===== config.mk =====
export PLATFORM = sky130hd
export DESIGN_NAME = dbdma_ctrl
export DESIGN_NICKNAME = d
export VERILOG_FILES = /design/src/rtl/dbdma_pkg.sv /design/src/rtl/dbdma_rst_sync.sv /design/src/rtl/dbdma_chan.sv /design/src/rtl/dbdma_sched.sv /design/src/rtl/dbdma_ctrl.sv
export SDC_FILE = /design/constraint.sdc
export NUM_CORES = 1
export LEC_CHECK = 0
export BUFFER_PORTS_ARGS = -buffer_cell sky130_fd_sc_hd__buf_4
export CAP_MARGIN = 20
export CORE_MARGIN = 2
export CORE_UTILIZATION = 60
export DETAILED_ROUTE_END_ITERATION = 6
export PLACE_DENSITY = 0.79
export SYNTH_ARGS = -nofsm -noshare
export SYNTH_HDL_FRONTEND = slang
export SYNTH_HIERARCHICAL = 1
export SYNTH_SLANG_ARGS = --single-unit

===== constraint.sdc =====
create_clock -name clk -period 26.3 [get_ports clk]
set_input_delay 2.63 -clock clk [delete_from_list [all_inputs] [get_ports clk]]
set_output_delay 2.63 -clock clk [all_outputs]
set_load 0.01 [all_outputs]

===== src/rtl/dbdma_pkg.sv =====
package dbdma_pkg;

  typedef enum logic [2:0] {
    OP_ENABLE   = 3'd0,
    OP_STOP     = 3'd1,
    OP_SET_FAIL = 3'd2,
    OP_SET_SKIP = 3'd3,
    OP_CLEAR    = 3'd4
  } dbdma_op_e;

  typedef enum logic {
    SCH_VISIT = 1'b0,
    SCH_COPY  = 1'b1
  } dbdma_sch_e;

endpackage


===== src/rtl/dbdma_rst_sync.sv =====
module dbdma_rst_sync (
  input  logic clk,
  input  logic rst_n,
  output logic rst_sync_n
);
  logic meta_q;
  logic sync_q;

  always_ff @(posedge clk or negedge rst_n) begin
    if (!rst_n) begin
      meta_q <= 1'b0;
      sync_q <= 1'b0;
    end else begin
      meta_q <= 1'b1;
      sync_q <= meta_q;
    end
  end

  assign rst_sync_n = sync_q;
endmodule


===== src/rtl/dbdma_chan.sv =====
module dbdma_chan
  import dbdma_pkg::*;
#(
  parameter int AW     = 32,
  parameter int CNT_W  = 11,
  parameter int FAIL_W = 4
) (
  input  logic              clk,
  input  logic              rst_n,
  input  logic              prog_we,
  input  logic [AW-1:0]     prog_src,
  input  logic [AW-1:0]     prog_dst,
  input  logic [CNT_W-1:0]  prog_cnt,
  input  logic              cmd_en,
  input  dbdma_op_e         cmd_op,
  input  logic [FAIL_W-1:0] cmd_arg,
  input  logic              visit,
  input  logic              beat,
  output logic              run,
  output logic              pend,
  output logic              done,
  output logic              err,
  output logic              reject,
  output logic              go,
  output logic [AW-1:0]     act_src,
  output logic [AW-1:0]     act_dst,
  output logic [CNT_W-1:0]  act_cnt
);
  localparam logic [AW-1:0]     WORD_BYTES = AW'(4);
  localparam logic [FAIL_W-1:0] FAIL_ONE   = FAIL_W'(1);

  // programming (shadow) set
  logic [AW-1:0]    p_src_q, p_dst_q;
  logic [CNT_W-1:0] p_cnt_q;
  // active set
  logic [AW-1:0]    a_src_q, a_dst_q, a_src_n, a_dst_n;
  logic [CNT_W-1:0] a_cnt_q, a_cnt_n;
  logic             a_en, load_act;
  // control and status
  logic              run_q, pend_q, done_q, err_q, rej_q, skip_q;
  logic              run_n, pend_n, done_n, err_n, rej_n, skip_n;
  logic [FAIL_W-1:0] fail_q, fail_n;
  logic              fail_hit;

  assign fail_hit = (fail_q == FAIL_ONE);

  always_comb begin
    run_n    = run_q;
    pend_n   = pend_q;
    done_n   = done_q;
    err_n    = err_q;
    rej_n    = rej_q;
    skip_n   = skip_q;
    fail_n   = fail_q;
    load_act = 1'b0;

    // clear first so that an event in the same cycle wins
    if (cmd_en && cmd_op == OP_CLEAR) begin
      done_n = 1'b0;
      err_n  = 1'b0;
      rej_n  = 1'b0;
    end

    // scheduler visit
    if (visit && run_q) begin
      if (fail_q != '0) fail_n = fail_q - 1'b1;
      if (fail_hit) begin
        run_n  = 1'b0;
        pend_n = 1'b0;
        err_n  = 1'b1;
      end else if (a_cnt_q == '0) begin
        if (pend_q) begin
          load_act = 1'b1;
          pend_n   = 1'b0;
        end else begin
          run_n = 1'b0;
        end
        if (skip_q) skip_n = 1'b0;
        else        done_n = 1'b1;
      end
    end

    // commands act on the post-visit state
    if (cmd_en) begin
      case (cmd_op)
        OP_ENABLE: begin
          if (run_n) pend_n = 1'b1;
          else begin
            run_n    = 1'b1;
            load_act = 1'b1;
          end
        end
        OP_STOP: begin
          run_n  = 1'b0;
          pend_n = 1'b0;
        end
        OP_SET_FAIL: begin
          if (run_q) rej_n = 1'b1;
          else       fail_n = cmd_arg;
        end
        OP_SET_SKIP: begin
          if (run_q || cmd_arg > FAIL_ONE) rej_n = 1'b1;
          else                             skip_n = cmd_arg[0];
        end
        default: ;
      endcase
    end
  end

  always_comb begin
    a_src_n = a_src_q;
    a_dst_n = a_dst_q;
    a_cnt_n = a_cnt_q;
    if (load_act) begin
      a_src_n = p_src_q;
      a_dst_n = p_dst_q;
      a_cnt_n = p_cnt_q;
    end else if (beat) begin
      a_src_n = a_src_q + WORD_BYTES;
      a_dst_n = a_dst_q + WORD_BYTES;
      a_cnt_n = a_cnt_q - 1'b1;
    end
  end

  assign a_en = load_act | beat;

  always_ff @(posedge clk or negedge rst_n) begin
    if (!rst_n) begin
      p_src_q <= '0;
      p_dst_q <= '0;
      p_cnt_q <= '0;
    end else if (prog_we) begin
      p_src_q <= prog_src;
      p_dst_q <= prog_dst;
      p_cnt_q <= prog_cnt;
    end
  end

  always_ff @(posedge clk or negedge rst_n) begin
    if (!rst_n) begin
      a_src_q <= '0;
      a_dst_q <= '0;
      a_cnt_q <= '0;
    end else if (a_en) begin
      a_src_q <= a_src_n;
      a_dst_q <= a_dst_n;
      a_cnt_q <= a_cnt_n;
    end
  end

  always_ff @(posedge clk or negedge rst_n) begin
    if (!rst_n) begin
      run_q  <= 1'b0;
      pend_q <= 1'b0;
      done_q <= 1'b0;
      err_q  <= 1'b0;
      rej_q  <= 1'b0;
      skip_q <= 1'b0;
      fail_q <= '0;
    end else begin
      run_q  <= run_n;
      pend_q <= pend_n;
      done_q <= done_n;
      err_q  <= err_n;
      rej_q  <= rej_n;
      skip_q <= skip_n;
      fail_q <= fail_n;
    end
  end

  assign go      = run_q && !fail_hit && (a_cnt_q != '0);
  assign run     = run_q;
  assign pend    = pend_q;
  assign done    = done_q;
  assign err     = err_q;
  assign reject  = rej_q;
  assign act_src = a_src_q;
  assign act_dst = a_dst_q;
  assign act_cnt = a_cnt_q;
endmodule


===== src/rtl/dbdma_sched.sv =====
module dbdma_sched
  import dbdma_pkg::*;
#(
  parameter int NCH         = 4,
  parameter int CNT_W       = 11,
  parameter int BURST_WORDS = 512
) (
  input  logic                                 clk,
  input  logic                                 rst_n,
  input  logic [NCH-1:0]                       go,
  input  logic [NCH-1:0]                       run,
  input  logic [CNT_W-1:0]                     cur_cnt,
  output logic [((NCH > 1) ? $clog2(NCH) : 1)-1:0] slot,
  output logic [NCH-1:0]                       visit,
  output logic [NCH-1:0]                       beat
);
  localparam int               CH_W    = (NCH > 1) ? $clog2(NCH) : 1;
  localparam int               LEFT_W  = $clog2(BURST_WORDS + 1);
  localparam logic [CNT_W-1:0] BURST_C = CNT_W'(BURST_WORDS);

  dbdma_sch_e        state_q, state_n;
  logic [CH_W-1:0]   slot_q, slot_n, slot_inc;
  logic [LEFT_W-1:0] left_q, left_n;
  logic              left_en;

  assign slot_inc = (slot_q == CH_W'(NCH - 1)) ? '0 : slot_q + 1'b1;

  always_comb begin
    state_n = state_q;
    slot_n  = slot_q;
    left_n  = left_q;
    left_en = 1'b0;
    visit   = '0;
    beat    = '0;
    case (state_q)
      SCH_VISIT: begin
        visit[slot_q] = 1'b1;
        if (go[slot_q]) begin
          state_n = SCH_COPY;
          left_en = 1'b1;
          left_n  = (cur_cnt > BURST_C) ? LEFT_W'(BURST_WORDS) : LEFT_W'(cur_cnt);
        end else begin
          slot_n = slot_inc;
        end
      end
      default: begin
        if (run[slot_q]) begin
          beat[slot_q] = 1'b1;
          left_en      = 1'b1;
          left_n       = left_q - 1'b1;
          if (left_q == LEFT_W'(1)) begin
            state_n = SCH_VISIT;
            slot_n  = slot_inc;
          end
        end else begin
          state_n = SCH_VISIT;
          slot_n  = slot_inc;
        end
      end
    endcase
  end

  always_ff @(posedge clk or negedge rst_n) begin
    if (!rst_n) begin
      state_q <= SCH_VISIT;
      slot_q  <= '0;
    end else begin
      state_q <= state_n;
      slot_q  <= slot_n;
    end
  end

  always_ff @(posedge clk or negedge rst_n) begin
    if (!rst_n)       left_q <= '0;
    else if (left_en) left_q <= left_n;
  end

  assign slot = slot_q;
endmodule


===== src/rtl/dbdma_ctrl.sv =====
module dbdma_ctrl
  import dbdma_pkg::*;
#(
  parameter int NCH         = 4,
  parameter int AW          = 32,
  parameter int CNT_W       = 11,
  parameter int FAIL_W      = 4,
  parameter int BURST_WORDS = 512
) (
  input  logic                                 clk,
  input  logic                                 rst_n,
  input  logic                                 prog_we,
  input  logic [((NCH > 1) ? $clog2(NCH) : 1)-1:0] prog_ch,
  input  logic [AW-1:0]                        prog_src,
  input  logic [AW-1:0]                        prog_dst,
  input  logic [CNT_W-1:0]                     prog_cnt,
  input  logic                                 cmd_valid,
  input  logic [2:0]                           cmd_op,
  input  logic [((NCH > 1) ? $clog2(NCH) : 1)-1:0] cmd_ch,
  input  logic [FAIL_W-1:0]                    cmd_arg,
  output logic [AW-1:0]                        mem_rd_addr,
  input  logic [31:0]                          mem_rd_data,
  output logic                                 mem_wr_en,
  output logic [AW-1:0]                        mem_wr_addr,
  output logic [31:0]                          mem_wr_data,
  output logic [NCH-1:0]                       stat_run,
  output logic [NCH-1:0]                       stat_pend,
  output logic [NCH-1:0]                       stat_done,
  output logic [NCH-1:0]                       stat_err,
  output logic [NCH-1:0]                       stat_reject,
  output logic                                 irq
);
  localparam int CH_W = (NCH > 1) ? $clog2(NCH) : 1;

  logic             rst_sync_n;
  logic [NCH-1:0]   go, visit, beat;
  logic [CH_W-1:0]  slot;
  logic [AW-1:0]    src_arr [NCH];
  logic [AW-1:0]    dst_arr [NCH];
  logic [CNT_W-1:0] cnt_arr [NCH];
  dbdma_op_e        op;

  assign op = dbdma_op_e'(cmd_op);

  dbdma_rst_sync u_rst (
    .clk        (clk),
    .rst_n      (rst_n),
    .rst_sync_n (rst_sync_n)
  );

  for (genvar g = 0; g < NCH; g++) begin : g_ch
    dbdma_chan #(
      .AW     (AW),
      .CNT_W  (CNT_W),
      .FAIL_W (FAIL_W)
    ) u_chan (
      .clk      (clk),
      .rst_n    (rst_sync_n),
      .prog_we  (prog_we && (prog_ch == CH_W'(g))),
      .prog_src (prog_src),
      .prog_dst (prog_dst),
      .prog_cnt (prog_cnt),
      .cmd_en   (cmd_valid && (cmd_ch == CH_W'(g))),
      .cmd_op   (op),
      .cmd_arg  (cmd_arg),
      .visit    (visit[g]),
      .beat     (beat[g]),
      .run      (stat_run[g]),
      .pend     (stat_pend[g]),
      .done     (stat_done[g]),
      .err      (stat_err[g]),
      .reject   (stat_reject[g]),
      .go       (go[g]),
      .act_src  (src_arr[g]),
      .act_dst  (dst_arr[g]),
      .act_cnt  (cnt_arr[g])
    );
  end

  dbdma_sched #(
    .NCH         (NCH),
    .CNT_W       (CNT_W),
    .BURST_WORDS (BURST_WORDS)
  ) u_sched (
    .clk     (clk),
    .rst_n   (rst_sync_n),
    .go      (go),
    .run     (stat_run),
    .cur_cnt (cnt_arr[slot]),
    .slot    (slot),
    .visit   (visit),
    .beat    (beat)
  );

  assign mem_rd_addr = src_arr[slot];
  assign mem_wr_addr = dst_arr[slot];
  assign mem_wr_data = mem_rd_data;
  assign mem_wr_en   = |beat;
  assign irq         = |(stat_done | stat_err);
endmodule


==> results of run 1 <==
-- cells by family (layout without fill, tap and decap cells) --
family / Yosys count / after routing / synth area share (%)
adders and majority gates: 26 / 26 / 0.957
muxes: 622 / 622 / 24.8
AOI/OAI and AO/OA: 189 / 189 / 3.31
xor gates and xnor gates: 271 / 271 / 6.98
and+or+nand+nor: 753 / 753 / 12.1
buffers and inverters: 185 / 372 / 3.62
DFF: 655 / 655 / 48.2
other: 1 / 4 / 0.0110
-- critical path, stage by stage (launching register included) --
cell and delay (ns):
dfrtp_4 0.99, mux4_2 0.70, and3_1 0.22, buf_4 0.24
or4_1 0.60, buf_4 0.17
-- path summary, 6_finish.rpt --
kind	from	endpoint	slack (ns)
hold / removal	u_rst/meta_q	u_rst/rst_sync_n	0.35
setup / recovery	u_sched/slot[0]	mem_wr_en	20.13
hold reg to reg	u_rst/meta_q	u_rst/rst_sync_n	0.35
min in group asynchronous	u_rst/rst_sync_n	g_ch[3].u_chan/p_src_q[20]	0.42
max in group asynchronous	u_rst/rst_sync_n	g_ch[0].u_chan/p_dst_q[15]	21.75
setup reg to reg	u_rst/rst_sync_n	g_ch[0].u_chan/p_dst_q[15]	21.75
-- sequential cells by signal (all words and copies together) (netlist names), 10 cells and up --
| signal | count |
|---|---|
| g_ch.u_chan/act_cnt | 44 |
| g_ch.u_chan/p_cnt_q | 44 |
| g_ch.u_chan/fail_q | 16 |
| g_ch.u_chan/act_src | 128 |
| g_ch.u_chan/act_dst | 128 |
| g_ch.u_chan/p_src_q | 128 |
| u_sched/left_q | 10 |
| g_ch.u_chan/p_dst_q | 128 |
-- power breakdown --
part           total, mW  internal, mW  switching [mW]
Sequential          1.75          1.32           0.425
Clock               1.06         0.649           0.410
Combinational       1.32         0.758           0.562
Total               4.12          2.73            1.40
-- synthesized netlist by cell type, types with 53 or more instances --
cell type	count
and3_1	56
xnor2_1	169
mux2_2	388
nand3_1	93
a21oi_1	86
nor2_1	143
mux4_2	76
dfrtp_1	655
o21ai_0	53
clkbuf_1	56
nand4_1	108
mux2_4	148
nand2_1	141
xor2_1	102
-- metrics by stage --
stage	instance area, sq um	util (%)	cells	worst slack [ns]	hold WS (ns)
floorplan	34000	-	2702	6.69	0.331
detailed placement	35500	63.2	3519	20.46	0.341
finish	38000	67.7	3648	20.13	0.352
global route	38000	67.7	3647	20.00	0.365
CTS	38000	67.6	3644	20.08	0.355
global placement	35500	63.2	3519	20.52	0.337
-- layout make-up --
| cell class | instances | area [sq um] | area share (%) |
|---|---|---|---|
| inverters | 39 | 146 | 0.385 |
| clock buffers | 104 | 2120 | 5.58 |
| repair buffers | 208 | 1590 | 4.19 |
| flip-flops and latches | 655 | 16400 | 43.1 |
| well taps | 756 | 946 | 2.49 |
| clock inverters | 21 | 360 | 0.947 |
| diodes | 3 | 7.51 | 0.0197 |
| multi-input cells | 1862 | 16500 | 43.3 |
-- per-layer routing --
layer	wire length, microns	track usage [%]
met1	36800	41.5
met2	42000	48.8
met3	6400	5.44
met4	2800	10.7
met5	37	0
==> flow_summary.json, run 1 <==
{
  "die_h_microns": 242,
  "core-area_sq_um": 56200,
  "vias": 22900,
  "max_freq_mhz": 162,
  "fill_cells": 4004,
  "first_pass_iters": 7,
  "hold_buffers": 0,
  "synth_top_cell_by_area": "dfrtp_1",
  "grtUsageTotal_pct": 30.2,
  "row_count": 87,
  "timing.setup.tns_ns": 0,
  "endpoint_kind": "primary output",
  "critical_path_class": "reg2out",
  "initialDrtViolationCount": 2136,
  "grt_setup_unrepaired": "false",
  "cts_resized": 0,
  "worst_pin_slew_ns": 1.19,
  "cp_data_required_time_ns": 23.67,
  "vias_per_cell": 6.29,
  "initial_core_util_pct": 60.5,
  "cts_sinks": 655,
  "hold_path_depth": 0,
  "finalCriticalPeriod_ns": 6.17,
  "synth_edf_count": 0,
  "cts.path.max_buffers": 3,
  "async_flop_share_pct": 100,
  "grt_pass1_vias": 23800,
  "final_layout_size_suffix_gt1_share_pct": 33.8,
  "finalHoldViolations": 0,
  "route.detailed.drc": 0,
  "ant_nets": 0,
  "crit_path_start_kind": "flip-flop",
  "ios": 240,
  "synthTopCellsByArea": "dfrtp_1, mux2_2, mux2_4",
  "clkLatencyLatePin_ns": 0.62,
  "clock-skew-final_ns": 0.0269,
  "leakage_nw": 15.9,
  "routabilityCongestion": 0.939,
  "cts.clk_slew.worst_paths_ns": 0.06,
  "synth_nets": 2850,
  "ys_ff_latch": 655,
  "io_buffers": 175,
  "post_cts_buffers": 0,
  "critPathMaxFanout": 39,
  "die_area_sq_um": 58600,
  "report.final.slew_viol_count": 0,
  "cap_viol_max_count": 0,
  "grt_first_pass_wirelength_microns": 138000,
  "antenna_found_initial": 6,
  "worst_slew_margin_rel_pct": 20.1,
  "h-tree-depth": 3,
  "final_cell_mix": "dfrtp_1, mux2_2, buf_4, xnor2_1, mux2_4",
  "synth_ff_type": "dfrtp_1",
  "synth_warnings": 6,
  "syn_area_sq_um": 34000,
  "synth_seq_area_share_pct": 48.2,
  "hold_path_class": "reg2reg",
  "setup_viol": 0,
  "mostFrequentLayoutCell": "dfrtp_1",
  "max-vdd-ir-drop_uv": 74.4,
  "root_buffer": "clkbuf_16",
  "yosysUniqueCellTypes": 66,
  "netlist_instances": 2702,
  "netlist.area_leader.share_pct": 48.2,
  "power_density_nw_per_um2": 108,
  "outcome": "finished clean",
  "r2r.worst_path.cells": 4,
  "critPathArrivalTime_ns": 3.54,
  "total_power_mw": 4.12,
  "avgSynthCellArea_sq_um": 12.6,
  "cts_tree": "built",
  "dp_hpwl_microns": 59800,
  "fin_crit_sh_pct": 23.5,
  "wl_microns": 88000,
  "grt_max_degree": 154,
  "area_growth_pct": 11.9,
  "wire_per_inst_microns": 24.1,
  "die_w_microns": 242,
  "nets": 2984,
  "grt_overflow_total": 0,
  "cts_buffers": 70
}
Note: power is estimated with default switching activity, not from simulation.
==> run 2: changes to the inputs <==
clock period = 5.81 ns   (was 26.3 ns; I/O delays follow)
==> flow_summary.json, run 2 (synthesis gave the netlist of run 1 again) <==
{
  "core-area_sq_um": 56200,
  "routabilityCongestion": 0.948,
  "first_pass_iters": 5,
  "route.detailed.drc": 0,
  "dp_hpwl_microns": 59800,
  "post-route-util_pct": 67.6,
  "cts.path.max_buffers": 3,
  "cts_sinks": 655,
  "nets": 2990,
  "outcome": "finished clean",
  "antenna_found_initial": 3,
  "hold_path_depth": 2,
  "crit_path_start_kind": "flip-flop",
  "row_count": 87,
  "final_cell_mix": "dfrtp_1, mux2_2, buf_4, xnor2_1, mux2_4",
  "io_buffers": 175,
  "finalCriticalPeriod_ns": 4.33,
  "r2r.worst_path.cells": 7,
  "die_area_sq_um": 58600,
  "vias": 23500,
  "initialDrtViolationCount": 2385,
  "cts_buffers": 72,
  "worst_pin_slew_ns": 1.06,
  "wire_per_inst_microns": 24.7,
  "cts.clk_slew.worst_paths_ns": 0.06,
  "final_layout_size_suffix_gt1_share_pct": 33.6,
  "switchingPower_mw": 6.35,
  "root_buffer": "clkbuf_16",
  "power_density_nw_per_um2": 486,
  "leakage_nw": 15.9,
  "worst_slew_margin_rel_pct": 29.4,
  "ios": 240,
  "dp_slack_ns": 1.87,
  "initial_core_util_pct": 60.5,
  "cap_viol_max_count": 0,
  "vias_per_cell": 6.41,
  "endpoint_kind": "primary output",
  "critPathArrivalTime_ns": 3.75,
  "grt_max_degree": 170,
  "finalHoldViolations": 0,
  "critPathMaxFanout": 40,
  "dp_cells": 3523,
  "report.final.slew_viol_count": 0,
  "post_cts_buffers": 0,
  "grt_overflow_total": 0,
  "switching_share_pct": 34.4,
  "finalNonFillerCells": 3659,
  "p_clk_share_pct": 24.7,
  "die_w_microns": 242,
  "die_h_microns": 242,
  "cts_tree": "built",
  "fin_crit_sh_pct": 74.5,
  "fin_hold_ws_ns": 0.225,
  "hold_path_class": "in2reg",
  "seqPwrFrac_pct": 43.0,
  "grt_first_pass_wirelength_microns": 142000,
  "setup_viol": 0,
  "max_freq_mhz": 231,
  "cp_data_required_time_ns": 5.23,
  "grt_pass1_vias": 24300,
  "combPwrFrac_pct": 32.3,
  "clkLatencyLatePin_ns": 0.61,
  "h-tree-depth": 3,
  "mostFrequentLayoutCell": "dfrtp_1",
  "grtUsageTotal_pct": 31.0,
  "ant_nets": 0,
  "grt_setup_unrepaired": "false",
  "area_growth_pct": 11.8,
  "power.internal_mw": 12.1,
  "critical_path_class": "reg2out",
  "wl_microns": 90300,
  "clock-skew-final_ns": 0.0213,
  "fin_ws_ns": 1.48,
  "max-vdd-ir-drop_uv": 422,
  "total_power_mw": 18.5
}
[run 2: through the flow]
stage                     area, sq um  TNS [ns]
after floorplan                 34000   -345.09
final                           38000         0
after detailed placement        35600         0
after CTS                       38000         0
after global placement          35600         0
after global routing            38000         0
[run 2: critical path: stages, from the launching register on]
cell	delay, ns
dfrtp_4	0.95
mux4_2	0.69
and3_1	0.58
or4_1	0.74
buf_4	0.18
[run 2: worst paths after layout]
path | from | end | slack (ns)
worst max-delay path | u_sched/slot[0] | mem_wr_en | 1.48
worst min-delay path | prog_src[14] | g_ch[0].u_chan/p_src_q[14] | 0.22
worst max register to register | u_sched/slot[0] | g_ch[3].u_chan/act_src[31] | 1.81
worst min register to register | u_rst/meta_q | u_rst/rst_sync_n | 0.35
max in group asynchronous | u_rst/rst_sync_n | g_ch[2].u_chan/p_dst_q[13] | 3.86
min in group asynchronous | rst_n | u_rst/rst_sync_n | 0.30
[run 2: layer usage]
layer / wire, microns / track usage, % / share of wire, %
met4: 3120 / 12.2 / 3.5
met2: 43200 / 49.5 / 48
met3: 6870 / 5.54 / 7.6
met1: 37100 / 42.4 / 41
met5: 0 / 0 / 0
[run 2: layout make-up]
class                           instances  area (sq um)
Clock buffer                          112          2170
Inverter                               39           146
Sequential cell                       655         16400
Timing Repair Buffer                  212          1670
Multi-Input combinational cell       1862         16400
Tap cell                              756           946
Clock inverter                         20           196
Fill cell                            4016         18200
Antenna cell                            3          7.51
[run 2: power groups by stage]
| stage | logic (mW) | registers, mW | clock network [mW] |
|---|---|---|---|
| after CTS | 5.93 | 7.88 | 4.63 |
| after detailed placement | 5.88 | 7.92 | 0 |
| after floorplan | 4.35 | 7.20 | 0 |
| after global placement | 5.69 | 7.84 | 0 |
| after global routing | 6.39 | 8.13 | 4.82 |
| final | 5.96 | 7.94 | 4.56 |
[run 2: timing repair]
action	4_1_cts	5_1_grt
resized for setup	0	0
endpoints found under the hold margin	2	0
hold buffers	1	0
